### config.mk
export PLATFORM = sky130hd
export DESIGN_NAME = spi_word_master
export DESIGN_NICKNAME = d
export VERILOG_FILES = /design/src/rtl/spi_wm_pkg.sv /design/src/rtl/spi_wm_baud.sv /design/src/rtl/spi_wm_shift.sv /design/src/rtl/spi_wm_irq.sv /design/src/rtl/spi_word_master.sv
export SDC_FILE = /design/constraint.sdc
export NUM_CORES = 1
export LEC_CHECK = 0
export CORE_MARGIN = 1.5
export CORE_UTILIZATION = 46
export CTS_BUF_LIST = sky130_fd_sc_hd__clkbuf_16
export CTS_CLUSTER_SIZE = 30
export DETAILED_ROUTE_END_ITERATION = 8
export SLEW_MARGIN = 15
export SYNTH_ARGS = -nofsm -noshare
export SYNTH_HDL_FRONTEND = slang
export SYNTH_SLANG_ARGS = --single-unit
### constraint.sdc
create_clock -name clk -period 4.67 [get_ports clk]
set_input_delay 1.401 -clock clk [delete_from_list [all_inputs] [get_ports clk]]
set_output_delay 1.401 -clock clk [all_outputs]
set_load 0.01 [all_outputs]
### src/rtl/spi_wm_pkg.sv
package spi_wm_pkg;

  localparam logic [3:0] OFS_CFG_A = 4'h0;
  localparam logic [3:0] OFS_CFG_B = 4'h2;
  localparam logic [3:0] OFS_CTRL  = 4'h4;
  localparam logic [3:0] OFS_STAT  = 4'h6;
  localparam logic [3:0] OFS_TXL   = 4'h8;
  localparam logic [3:0] OFS_TXH   = 4'hA;
  localparam logic [3:0] OFS_RXL   = 4'hC;
  localparam logic [3:0] OFS_RXH   = 4'hE;

  localparam int SHORT_MAX  = 8;
  localparam int SHORT_BITS = 16;

  // number of bits shifted for a given size field (length minus one)
  function automatic int frame_bits(input int size_field);
    int n;
    n = size_field + 1;
    return (n <= SHORT_MAX) ? SHORT_BITS : n;
  endfunction

  // block clocks per serial clock half period
  function automatic int half_period(input int div_exp);
    return 1 << div_exp;
  endfunction

endpackage

### src/rtl/spi_wm_baud.sv
module spi_wm_baud #(
  parameter int DIV_W = 3,
  parameter int CNT_W = 2 ** DIV_W
) (
  input  logic             clk,
  input  logic             rst_n,
  input  logic             run,
  input  logic [DIV_W-1:0] div_exp,
  output logic             half_tick
);
  import spi_wm_pkg::*;

  logic [CNT_W-1:0] cnt;
  logic [CNT_W-1:0] last;

  assign last      = CNT_W'(half_period(int'(div_exp)) - 1);
  assign half_tick = run && (cnt == last);

  always_ff @(posedge clk or negedge rst_n) begin
    if (!rst_n)         cnt <= '0;
    else if (!run)      cnt <= '0;
    else if (half_tick) cnt <= '0;
    else                cnt <= cnt + 1'b1;
  end

  // the counter never passes the half-period limit
  a_r3_cnt_bound: assert property (@(posedge clk) disable iff (!rst_n)
    run && $stable(div_exp) |-> cnt <= last);

endmodule

### src/rtl/spi_wm_shift.sv
module spi_wm_shift #(
  parameter int DATA_W = 32,
  parameter int LEN_W  = $clog2(DATA_W + 1)
) (
  input  logic              clk,
  input  logic              rst_n,
  input  logic              start,
  input  logic [LEN_W-1:0]  frame_len,
  input  logic [DATA_W-1:0] tx_word,
  input  logic              sample_rise,
  input  logic              half_tick,
  input  logic              miso,
  output logic              busy,
  output logic              sclk,
  output logic              mosi,
  output logic              done,
  output logic [DATA_W-1:0] rx_word
);
  logic [DATA_W-1:0] shreg;
  logic [LEN_W-1:0]  left;
  logic              rise_evt;
  logic              fall_evt;

  assign rise_evt = busy && half_tick && !sclk;
  assign fall_evt = busy && half_tick && sclk;
  assign mosi     = shreg[DATA_W-1];

  always_ff @(posedge clk or negedge rst_n) begin
    if (!rst_n) begin
      busy    <= 1'b0;
      sclk    <= 1'b0;
      done    <= 1'b0;
      shreg   <= '0;
      rx_word <= '0;
      left    <= '0;
    end else begin
      done <= 1'b0;
      if (start && !busy) begin
        busy    <= 1'b1;
        sclk    <= 1'b0;
        shreg   <= tx_word;
        rx_word <= '0;
        left    <= frame_len;
      end else if (rise_evt) begin
        sclk <= 1'b1;
        if (sample_rise) rx_word <= {rx_word[DATA_W-2:0], miso};
      end else if (fall_evt) begin
        sclk  <= 1'b0;
        if (!sample_rise) rx_word <= {rx_word[DATA_W-2:0], miso};
        shreg <= {shreg[DATA_W-2:0], 1'b0};
        left  <= left - 1'b1;
        if (left == LEN_W'(1)) begin
          busy <= 1'b0;
          done <= 1'b1;
        end
      end
    end
  end

  // serial clock idles low outside a frame
  a_r3_sclk_idle: assert property (@(posedge clk) disable iff (!rst_n)
    !busy |-> !sclk);
  // remaining count stays within the frame range while busy
  a_r4_left_range: assert property (@(posedge clk) disable iff (!rst_n)
    busy |-> (left != '0) && (left <= LEN_W'(DATA_W)));
  // completion follows a falling serial clock edge of a running frame
  a_r4_done_after_fall: assert property (@(posedge clk) disable iff (!rst_n)
    done |-> !busy && $past(busy) && $past(sclk));

endmodule

### src/rtl/spi_wm_irq.sv
module spi_wm_irq (
  input  logic clk,
  input  logic rst_n,
  input  logic flag,
  input  logic enable,
  input  logic edge_mode,
  output logic irq
);
  logic flag_q;
  logic flag_set;

  always_ff @(posedge clk or negedge rst_n) begin
    if (!rst_n) flag_q <= 1'b0;
    else        flag_q <= flag;
  end

  assign flag_set = flag && !flag_q;
  assign irq      = enable && (edge_mode ? flag_set : flag);

  // pulse style never holds the line two cycles
  a_r10_pulse_single: assert property (@(posedge clk) disable iff (!rst_n)
    edge_mode && irq |=> !edge_mode || !irq);

endmodule

### src/rtl/spi_word_master.sv
module spi_word_master #(
  parameter int REG_W = 16,
  parameter int DIV_W = 3
) (
  input  logic             clk,
  input  logic             rst_n,
  input  logic             reg_we,
  input  logic [3:0]       reg_addr,
  input  logic [REG_W-1:0] reg_wdata,
  output logic [REG_W-1:0] reg_rdata,
  output logic             spi_sclk,
  output logic             spi_mosi,
  input  logic             spi_miso,
  output logic             spi_cs,
  output logic             irq_rd_done,
  output logic             irq_wr_done
);
  import spi_wm_pkg::*;

  localparam int DATA_W  = 2 * REG_W;
  localparam int SZ_W    = $clog2(DATA_W);
  localparam int LEN_W   = $clog2(DATA_W + 1);
  localparam int IEW_BIT = DIV_W + 1;
  localparam int IER_BIT = DIV_W + 2;
  localparam int CSH_BIT = SZ_W + 2;
  localparam int POL_BIT = 5;
  localparam int TRG_BIT = 10;

  logic             clk_en, ie_wr, ie_rd;
  logic [DIV_W-1:0] div_exp;
  logic             edge_rise, cs_pol, trig_edge;
  logic [SZ_W-1:0]  size_f;
  logic             cs_hold;
  logic [REG_W-1:0] tx_lo, tx_hi, rx_lo, rx_hi;
  logic             flag_rd, flag_wr, op_rd, op_wr;

  logic             ctrl_wr, cmd_bits, cmd_go;
  logic             xfer_busy, xfer_done, half_tick;
  logic [DATA_W-1:0] rx_word;
  logic [LEN_W-1:0] start_len;
  logic             cs_act;

  assign ctrl_wr   = reg_we && (reg_addr == OFS_CTRL);
  assign cmd_bits  = reg_wdata[0] || reg_wdata[1];
  assign cmd_go    = ctrl_wr && cmd_bits && clk_en && !xfer_busy;
  assign start_len = LEN_W'(frame_bits(int'(reg_wdata[SZ_W+1:2])));

  always_ff @(posedge clk or negedge rst_n) begin
    if (!rst_n) begin
      clk_en <= 1'b0; div_exp <= '0; ie_wr <= 1'b0; ie_rd <= 1'b0;
      edge_rise <= 1'b0; cs_pol <= 1'b0; trig_edge <= 1'b0;
      size_f <= '0; cs_hold <= 1'b0; tx_lo <= '0; tx_hi <= '0;
    end else if (reg_we) begin
      case (reg_addr)
        OFS_CFG_A: begin
          clk_en  <= reg_wdata[0];
          div_exp <= reg_wdata[DIV_W:1];
          ie_wr   <= reg_wdata[IEW_BIT];
          ie_rd   <= reg_wdata[IER_BIT];
        end
        OFS_CFG_B: begin
          edge_rise <= reg_wdata[0];
          cs_pol    <= reg_wdata[POL_BIT];
          trig_edge <= reg_wdata[TRG_BIT];
        end
        OFS_CTRL: if (!cmd_bits || cmd_go) begin
          size_f  <= reg_wdata[SZ_W+1:2];
          cs_hold <= reg_wdata[CSH_BIT];
        end
        OFS_TXL: tx_lo <= reg_wdata;
        OFS_TXH: tx_hi <= reg_wdata;
        default: ;
      endcase
    end
  end

  always_ff @(posedge clk or negedge rst_n) begin
    if (!rst_n) begin
      flag_rd <= 1'b0; flag_wr <= 1'b0; op_rd <= 1'b0; op_wr <= 1'b0;
      rx_lo <= '0; rx_hi <= '0;
    end else begin
      if (xfer_done) begin
        if (op_rd) begin
          flag_rd <= 1'b1;
          rx_lo   <= rx_word[REG_W-1:0];
          rx_hi   <= rx_word[DATA_W-1:REG_W];
        end
        if (op_wr) flag_wr <= 1'b1;
      end
      if (cmd_go) begin
        op_rd <= reg_wdata[0];
        op_wr <= reg_wdata[1];
        if (reg_wdata[0]) flag_rd <= 1'b0;
        if (reg_wdata[1]) flag_wr <= 1'b0;
      end
    end
  end

  spi_wm_baud #(.DIV_W(DIV_W)) u_baud (
    .clk(clk), .rst_n(rst_n), .run(xfer_busy && clk_en),
    .div_exp(div_exp), .half_tick(half_tick)
  );

  spi_wm_shift #(.DATA_W(DATA_W), .LEN_W(LEN_W)) u_shift (
    .clk(clk), .rst_n(rst_n), .start(cmd_go), .frame_len(start_len),
    .tx_word({tx_hi, tx_lo}), .sample_rise(edge_rise), .half_tick(half_tick),
    .miso(spi_miso), .busy(xfer_busy), .sclk(spi_sclk), .mosi(spi_mosi),
    .done(xfer_done), .rx_word(rx_word)
  );

  logic [1:0] flag_v, ie_v, irq_v;
  assign flag_v = {flag_wr, flag_rd};
  assign ie_v   = {ie_wr, ie_rd};

  for (genvar gi = 0; gi < 2; gi++) begin : g_irq
    spi_wm_irq u_irq (
      .clk(clk), .rst_n(rst_n), .flag(flag_v[gi]), .enable(ie_v[gi]),
      .edge_mode(trig_edge), .irq(irq_v[gi])
    );
  end

  assign irq_rd_done = irq_v[0];
  assign irq_wr_done = irq_v[1];

  assign cs_act = xfer_busy || cs_hold;
  assign spi_cs = cs_pol ? cs_act : !cs_act;

  always_comb begin
    reg_rdata = '0;
    case (reg_addr)
      OFS_CFG_A: begin
        reg_rdata[0]       = clk_en;
        reg_rdata[DIV_W:1] = div_exp;
        reg_rdata[IEW_BIT] = ie_wr;
        reg_rdata[IER_BIT] = ie_rd;
      end
      OFS_CFG_B: begin
        reg_rdata[0]       = edge_rise;
        reg_rdata[POL_BIT] = cs_pol;
        reg_rdata[TRG_BIT] = trig_edge;
      end
      OFS_CTRL: begin
        reg_rdata[SZ_W+1:2] = size_f;
        reg_rdata[CSH_BIT]  = cs_hold;
      end
      OFS_STAT: begin
        reg_rdata[0] = flag_rd;
        reg_rdata[1] = flag_wr;
      end
      OFS_TXL: reg_rdata = tx_lo;
      OFS_TXH: reg_rdata = tx_hi;
      OFS_RXL: reg_rdata = rx_lo;
      OFS_RXH: reg_rdata = rx_hi;
      default: reg_rdata = '0;
    endcase
  end

  // a frame only begins while the serial clock enable is set
  a_r8_start_needs_en: assert property (@(posedge clk) disable iff (!rst_n)
    $rose(xfer_busy) |-> $past(clk_en));
  // serial clock frozen while the enable is clear
  a_r8_sclk_frozen: assert property (@(posedge clk) disable iff (!rst_n)
    !clk_en |=> $stable(spi_sclk));
  // a done flag rises only from a finished frame of its own kind
  a_r7_rd_flag_src: assert property (@(posedge clk) disable iff (!rst_n)
    $rose(flag_rd) |-> $past(xfer_done && op_rd));
  a_r7_wr_flag_src: assert property (@(posedge clk) disable iff (!rst_n)
    $rose(flag_wr) |-> $past(xfer_done && op_wr));
  // chip select at its active level for the whole frame
  a_r9_cs_in_frame: assert property (@(posedge clk) disable iff (!rst_n)
    xfer_busy |-> spi_cs == cs_pol);

endmodule

* Word level (Yosys, flattened, before mapping)
Cells that the tools add are included.
Word-level totals: flip-flop bits (word level) 166, input bits 24, output and inout port bits 21, word-level logic and storage cells 124
Cells by class: add/subtract/negate cells 4, $lt $le $gt $ge 1, equal/unequal tests 12, shifts and indexed selects 1, muxes and demuxes 44, reductions and logical operators 36
Operators by type and width (count):
- two-way mux 32 bit | 8
- two-way mux 6 bit | 4
- two-way mux 1 bit | 22
- one-hot mux 5 bit (4 select lines) | 1
- one-hot mux 3 bit (6 select lines) | 1
- equality test 4 bit, second input constant | 4
- two-way mux 8 bit | 2
- logical AND 1 bit | 14
- one-hot mux 1 bit (7 select lines) | 2
- AND reduction 2 bit | 6
- one-hot mux 2 bit (5 select lines) | 1
- AND reduction 3 bit | 3
- adder 8 x 1 -> 8 bit, second input constant | 1
- equality test 4 x 3 -> 1 bit, second input constant | 2
- equality test 8 bit | 1
- one-hot mux 2 bit (4 select lines) | 1
- left shift 1 x 3 -> 8 bit, first input constant | 1
- subtractor 8 x 2 -> 8 bit, second input constant | 1
- adder 5 x 1 -> 6 bit, second input constant | 1
- equality test 6 x 1 -> 1 bit, second input constant | 1
- <= comparator 6 x 4 -> 1 bit, second input constant | 1
- zero test 1 bit | 6
- one-hot mux 1 bit (6 select lines) | 1
- subtractor 6 x 1 -> 6 bit, second input constant | 1
- other kinds (9) | 12

* Logic depth before layout (Yosys ltp)
Gate-level depths: netlist of run 1.
depth after elaboration 9, gate-level depth with buffers 12, gate-level depth less buffers 9

* By module
From an unflattened synthesis of run 1, not the netlist that was laid out.
Unflattened totals: cells, all modules 687, area total of the unflattened synthesis 7926.4 um^2
Modules (own cells, without submodules):
- spi_word_master | times used 1, cells an instance 308, area each 3991.3 um^2, sequential area each 2077.0 um^2
- spi_wm_shift | times used 1, cells an instance 314, area each 3294.4 um^2, sequential area each 1826.8 um^2
- spi_wm_baud | times used 1, cells an instance 59, area each 565.5 um^2, sequential area each 200.2 um^2
- spi_wm_irq | times used 2, cells an instance 3, area each 37.5 um^2, sequential area each 25.0 um^2

* Least setup slack after synthesis of run 1
No wires, ideal clock.
path kind input to output, from in reg_addr[3], to out reg_rdata[5], arrival time 2.670 ns, required time 3.269 ns, path slack 0.599 ns, cell stages on the path 6, path buffers 2, path through buf_1 -> nand2_1 -> nor3_1 -> clkbuf_1 -> a22oi_1 -> nand3_1
Between the ends: word-level cells in the longest chain between the ends 2, elaborated cells between the ends (all ways) 8, classes of those cells eq/ne: 6; mux: 1; reduce/logical: 1
Ends and longest elaborated chain:
- from (decl) | RTL line spi_word_master.sv:8 | input logic [3:0] reg_addr,
- equality test 4 bit (tied with other cells) | RTL line spi_word_master.sv:130 | case (reg_addr)
- one-hot mux 1 bit (7 select lines) * | RTL line spi_word_master.sv:130
- to (decl) | RTL line spi_word_master.sv:10 | output logic [REG_W-1:0] reg_rdata,
Every way passes the cells marked *; elsewhere a longest branch is shown, timed or not.

* Worst setup path in the final report of run 1
from in reg_addr[2], to out reg_rdata[1]
Between the ends: word-level cells in the longest chain between the ends 2, elaborated cells between the ends (all ways) 7, classes of those cells eq/ne: 5; mux: 1; reduce/logical: 1
Ends and longest elaborated chain (RTL line):
- equality test 4 bit (tied with other cells) | spi_word_master.sv:130
- one-hot mux 1 bit (6 select lines) * | spi_word_master.sv:130
Marks and branches as above.

==> qor.csv, run 1 <==
metric,value,unit
status,completed,
Sw Pwr,1.09,mW
"Top FF cell, synth",dfrtp_1,
CP startpoint kind,input pin,
kind of critical path,in -> out,
R2R Path End,u_shift.left[5]$_DFFE_PN0P_,
Die Y,132,um
FILL cells,1378,
internal power component,2.87,mW
IO Count,45,
DP HPWL,12500,um
Initial Util,47.5,%
critical path required time,3270,ps
CP max stage cell,clkdlybuf4s50_1,
input/output buffers,44,
H-tree Lvls,4,
min Tclk post-route,4500,ps
"Clk pin slew, worst setup/hold paths",60,ps
R2R Setup Slk,880,ps
worst path buffer plus inverter count,3,
Sink Count,166,
RSZ-0062 raised after global routing,no,
Gate Count Post-Synth,694,
ant diodes,0,
Clock Tree Root,clkbuf_16,
WP data arrival,3100,ps
Switching Fraction,27.6,%
worst hold slack,477,ps
CP startpoint,reg_addr[2],
Synth top area share,54.4,%
maximum VDD drop,0.000294,V
DR WL/cell,18.5,um
global route total overflow,0,
Iteration-0 DRC Markers,383,
DRT antenna net count,0,
"area leader, netlist",dfrtp_1,
Synth Register Bits,166,
# rows,46,
Top delay family on crit path,buffers and inverters,
XOR/XNOR Fraction of Synth Area,2.06,%
hold path endpoint,g_irq[1].u_irq.flag_q$_DFF_PN0_,
CP endpoint kind,output pin,
Worst Reg-to-Reg Cells,8,
Routed WL,18200,um
main combinational cell family by area after synthesis,multiplexers,
Final Max Slew Viols,0,
combinational share of power,15.0,%
post-synth cell types,51,
Post-Route Utilization,57.0,%
clock buffer depth,2,
Synth Net Count,723,
crit share post-route,96.4,%
synth top area cells,"dfrtp_1 (54%), mux2_2 (12%), mux2i_1 (5.0%)",
crit-path cells,dlygate4sd2_1 -> buf_4 -> mux2_2 -> a21oi_1 -> a211oi_1 -> a21o_1 -> clkdlybuf4s50_1,
Max Freq,222,MHz
largest net degree at the start of global routing,78,
Hold WC Path Type,reg -> reg,
Synth Warn #,0,
"Cell Area, Synth",0.00763,mm2
TritonCTS clock tree,built,
hold path cells,0,
"EDFF count, synth",0,
Synth async-reset ratio,100,%
# setup viols final,0,
skew final,7.39,ps
first-pass GRT wire length,29700,um
Die ar.,0.0174,mm2
DR vias,5365,
placer congestion estimate,0.861,
Slew HR,47.3,%
sequential power share,49.0,%
clock latency on the worst-skew pair,430,ps
initial antenna violation count,0,
DRT Pass-1 Iters,5,
CP Max Fanout,6,
"Hold Vio Cnt, Final",0,
fraction of the yosys area taken by sequential cells,54.4,%
post-synthesis adder-cell area fraction,0.819,%
Die X,132,um
Synth Area in Compound Gates,10.5,%
Core Area,0.0161,mm2
leakage power,4.18,nW
Clock Power Share,36.0,%
FF-to-FF Start,div_exp[2]$_DFFE_PN0P_,
max cap viols,0,
Vias/cell,5.46,
total CTS buffers,17,
# DRC,0,
ratio of cells with drive above 1 in the final layout,21.5,%
hold_sp,flag_wr$_DFF_PN0_,
vias in the first global route,5353,
measured slew at the worst slew-check pin,789,ps
Crit path largest cell delay,470,ps
GRT Overall Usage,22.2,%
nets,783,
Simple-Gate Fraction of Synth Area,12.4,%
area growth from synthesis to layout,19.8,%
Syn Area/Cell,11.0,um2
Cell Pwr Density,433,mW/mm2
post-synthesis mux area share,17.1,%
[sequential cells by signal (all words and copies together), names as in the netlist, 2 cells and up]
signal	count
g_irq.u_irq.flag_q	2
u_shift.rx_word	32
rx_hi	16
u_shift.left	6
u_baud.cnt	8
u_shift.shreg	32
div_exp	3
size_f	5
rx_lo	16
tx_lo	16
tx_hi	16
[power groups by stage]
stage | combinational, mW | clock, mW | sequential, mW
after global placement | 0.573 | 0 | 1.96
after CTS | 0.596 | 1.45 | 1.94
final | 0.593 | 1.43 | 1.94
after floorplan | 0.425 | 0 | 1.86
after global routing | 0.668 | 1.52 | 1.98
after detailed placement | 0.595 | 0 | 1.96
[how the worst max path moves through the flow]
stage | to | depth (start not counted) | slack (ps)
2_1_floorplan | reg_rdata[5] | 6 | 600
3_3_place_gp | reg_rdata[6] | 7 | -90
3_5_place_dp | reg_rdata[7] | 7 | -140
4_1_cts | reg_rdata[13] | 8 | -3
5_1_grt | reg_rdata[15] | 8 | 80
6_report | reg_rdata[1] | 7 | 170
[stage by stage]
stage / instances / setup WS (ps) / total power [mW] / cell area, um2 / setup TNS (ps)
floorplan: 694 / 599 / 2.29 / 7630 / 0
global placement: 944 / -89.0 / 2.53 / 8440 / -510
finish: 983 / 169 / 3.96 / 9150 / 0
detailed placement: 944 / -144 / 2.56 / 8440 / -908
global route: 983 / 75.8 / 4.17 / 9150 / 0
CTS: 978 / -2.98 / 3.99 / 9050 / -2.98
[layer usage]
layer	vias to the layer above	track usage, %	routed length [um]
met3	12	4.81	720
met2	87	34.4	8520
li1	2579	-	-
met4	0	5.25	129
met5	-	0	0
met1	2687	31.9	8800
[Yosys cell counts, drive strengths merged, types with 7 or more instances]
master    n
a21oi    42
a22oi    23
buf      12
clkbuf   31
dfrtp   166
inv       9
mux2     82
mux2i    38
nand2    99
nand3     9
nor2     53
nor4      7
o21ai    37
xnor2     9
xor2      9
[layout by cell type, fill, tap and decap left out, types with 10 or more instances in the layout]
master	synthesis	layout
mux2_2	82	82
a21oi_1	41	41
mux2i_1	38	38
a22oi_1	23	23
nand2_1	99	99
clkdlybuf4s50_1	0	25
o21ai_0	37	36
clkbuf_16	0	17
inv_1	9	14
dfrtp_1	166	166
nor2_1	53	52
dlymetal6s2s_1	0	10
buf_4	1	35
[cell type report]
type                            count  area [um2]  area share (%)
Clock buffer                       17         425            4.65
Clock inverter                     15         173            1.89
Inverter                            9        33.8           0.369
Multi-Input combinational cell    476        3310            36.2
Sequential cell                   166        4150            45.4
Tap cell                          216         270            2.96
Timing Repair Buffer               84         778            8.51
[what timing repair did]
item	in CTS	in global routing
setup buffers	2	4
setup endpoints to repair	16	12
hold buffers	0	0
resized for setup	10	17
pin swaps	3	2
gates cloned	0	1
[cells by family after synthesis]
group	count (synthesis)
AOI/OAI and AO/OA	128
xor gates and xnor gates	18
adders and majority gates	5
buffers and inverters	52
DFF	166
muxes	120
and+or+nand+nor	205
(Power assumes the default switching activity.)
==> inputs of run 2 (changes only) <==
--- a/config.mk
+++ b/config.mk
@@ -5,12 +5,11 @@
 export SDC_FILE = /design/constraint.sdc
 export NUM_CORES = 1
 export LEC_CHECK = 0
-export CORE_MARGIN = 1.5
+export CORE_MARGIN = 8
 export CORE_UTILIZATION = 46
 export CTS_BUF_LIST = sky130_fd_sc_hd__clkbuf_16
 export CTS_CLUSTER_SIZE = 30
 export DETAILED_ROUTE_END_ITERATION = 8
-export SLEW_MARGIN = 15
 export SYNTH_ARGS = -nofsm -noshare
 export SYNTH_HDL_FRONTEND = slang
 export SYNTH_SLANG_ARGS = --single-unit
==> qor.csv, run 2 (synthesis results as in run 1) <==
metric,value,unit,change
WP data arrival,3180,ps,+80 ps
IO Count,45,,unchanged
# setup viols final,0,,unchanged
# DRC,0,,unchanged
maximum VDD drop,0.000285,V,-2.9%
DRT Pass-1 Iters,5,,unchanged
hold path cells,2,,+2
Iteration-0 DRC Markers,381,,-0.52%
WP depth,7,,unchanged
"commonest cells after routing, fill and taps aside","dfrtp_1 (166), nand2_1 (99), mux2_2 (82), nor2_1 (52), a21oi_1 (41)",,
worst hold slack,486,ps,+8.10 ps
worst path buffer plus inverter count,3,,unchanged
CP max stage cell,clkdlybuf4s50_1,,
top flop regs,"u_shift.rx_word: 32 flops, u_shift.shreg: 32 flops",,
Top delay family on crit path,buffers and inverters,,
nets,776,,-0.89%
critical path required time,3270,ps,about the same
RSZ-0062 raised after global routing,no,,
total CTS buffers,17,,unchanged
first-pass GRT wire length,29300,um,-1.6%
FILL cells,1403,,+1.8%
Vias/cell,5.54,,+1.4%
crit-path cells,clkdlybuf4s50_1 -> buf_4 -> mux2_2 -> a21oi_1 -> a211oi_1 -> a21o_1 -> dlygate4sd2_1,,
DP HPWL,12300,um,-1.9%
kind of critical path,in -> out,,
Max Freq,218,MHz,-1.8%
"commonest non-fill, non-tap cell in the layout",dfrtp_1,,
Crit path largest cell delay,510,ps,+40 ps
CP startpoint kind,input pin,,
input/output buffers,44,,unchanged
area growth from synthesis to layout,18.9,%,
largest net degree at the start of global routing,83,,+6.4%
Hold Buf Count CTS,0,,unchanged
max cap viols,0,,unchanged
status,completed,,
H-tree Lvls,4,,unchanged
CP endpoint kind,output pin,,
ratio of cells with drive above 1 in the final layout,21.6,%,+0.067 points
Die ar.,0.0210,mm2,+21%
"Clk pin slew, worst setup/hold paths",70,ps,about the same
ant diodes,0,,unchanged
clock latency on the worst-skew pair,430,ps,about the same
DR WL/cell,18.4,um,-0.53%
DR vias,5426,,+1.1%
measured slew at the worst slew-check pin,838,ps,+48.7 ps
leakage power,4.04,nW,-3.2%
Die Y,145,um,+9.9%
TritonCTS clock tree,built,,
vias in the first global route,5392,,+0.73%
Routed WL,18000,um,-0.83%
post-route cell area,0.00908,mm2,-0.70%
Worst Reg-to-Reg Cells,8,,unchanged
Post-DP Area,0.00842,mm2,-0.24%
# rows,47,,+2.2%
multi-input logic area,0.00330,mm2,-0.34%
Die X,145,um,+9.9%
CP Max Fanout,11,,+5
crit share post-route,98.1,%,+1.8 points
global route total overflow,0,,unchanged
Hold WC Path Type,reg -> reg,,
skew final,13.1,ps,+5.73 ps
FF/Latch Area,0.00415,mm2,unchanged
Final Max Slew Viols,0,,unchanged
Initial Util,46.5,%,-1.0 points
placer congestion estimate,0.903,,+4.8%
Slew HR,44.1,%,-3.1 points
min Tclk post-route,4580,ps,+82.8 ps
Core Area,0.0164,mm2,+2.2%
clock buffer depth,2,,unchanged
Sink Count,166,,unchanged
Clock Tree Root,clkbuf_16,,
GRT Overall Usage,18.3,%,-3.9 points
DRT antenna net count,0,,unchanged
initial antenna violation count,0,,unchanged
"Hold Vio Cnt, Final",0,,unchanged
Cell Pwr Density,438,mW/mm2,+1.0%
==> run 2: cell types whose count changed in the layout (fill, tap and decap cells not counted), moves of 2 or more <==
cell	change
buf_4	-6
bufinv_16	-2
clkbuf_2	+2
clkinv_2	-3
clkinv_4	+3
dlygate4sd2_1	+4
dlymetal6s2s_1	-7
inv_1	-5
inv_6	+3
inv_8	+4
nor3_1	+2
nor3_2	-2
==> run 2: repair_timing <==
action | CTS | global route
pin swaps | 3 | 2
endpoints found under the setup margin | 16 | 8
buffers inserted | 5 | 0
resized for setup | 16 | 10
==> run 2: routing by layer <==
layer / share of wire [%] / up-vias / track usage (%)
met4: 1.3 / 0 / 5.42
met5: 0 / - / 0
met1: 47 / 2746 / 25.4
met3: 4.8 / 23 / 4.13
li1: - / 2557 / -
met2: 47 / 100 / 27.9
==> run 2: power by group <==
group | leakage (nW) | internal [mW] | switching, mW | total, mW
Sequential | 1.93 | 1.70 | 0.247 | 1.94
Clock | 0.295 | 0.813 | 0.635 | 1.45
Combinational | 1.82 | 0.291 | 0.295 | 0.586
Total | 4.04 | 2.80 | 1.18 | 3.98
==> run 2: worst paths after layout <==
path	startpoint	to	slack, ps
max	reg_addr[2]	reg_rdata[1]	90
min	op_wr$_DFFE_PN0P_	op_wr$_DFFE_PN0P_	490
max reg2reg	div_exp[2]$_DFFE_PN0P_	u_shift.left[5]$_DFFE_PN0P_	990
min reg2reg	op_wr$_DFFE_PN0P_	op_wr$_DFFE_PN0P_	490
max in group asynchronous	rst_n	u_shift.shreg[29]$_DFFE_PN0P_	2760
min in group asynchronous	rst_n	rx_lo[1]$_DFFE_PN0P_	960
==> run 2: cell type report <==
cell class,instances,area share (%)
Tap cell,220,3.03
Clock buffer,17,4.68
Sequential cell,166,45.7
Multi-Input combinational cell,476,36.3
Timing Repair Buffer,77,7.76
Clock inverter,15,2.08
Inverter,9,0.372
==> run 2: worst reg2reg max path: stages (launching register included) <==
cell       delay (ps)
dfrtp_1           520
or3_2             530
ha_1              320
xnor2_1           260
mux2i_1           270
o2111ai_1         320
or4_1             680
or4_1             520
a31oi_1           190
==> run 2: through the flow <==
| step | power [mW] | setup slack [ps] | TNS, ps | utilization (%) | cells |
|---|---|---|---|---|---|
| floorplan | 2.29 | 599 | 0 | - | 694 |
| global placement | 2.53 | -143 | -903 | 51.3 | 943 |
| global route | 4.19 | 21.7 | 0 | 55.3 | 980 |
| finish | 3.98 | 86.4 | 0 | 55.3 | 980 |
| CTS | 4.02 | -108 | -108 | 55.3 | 980 |
| detailed placement | 2.56 | -139 | -1280 | 51.3 | 943 |
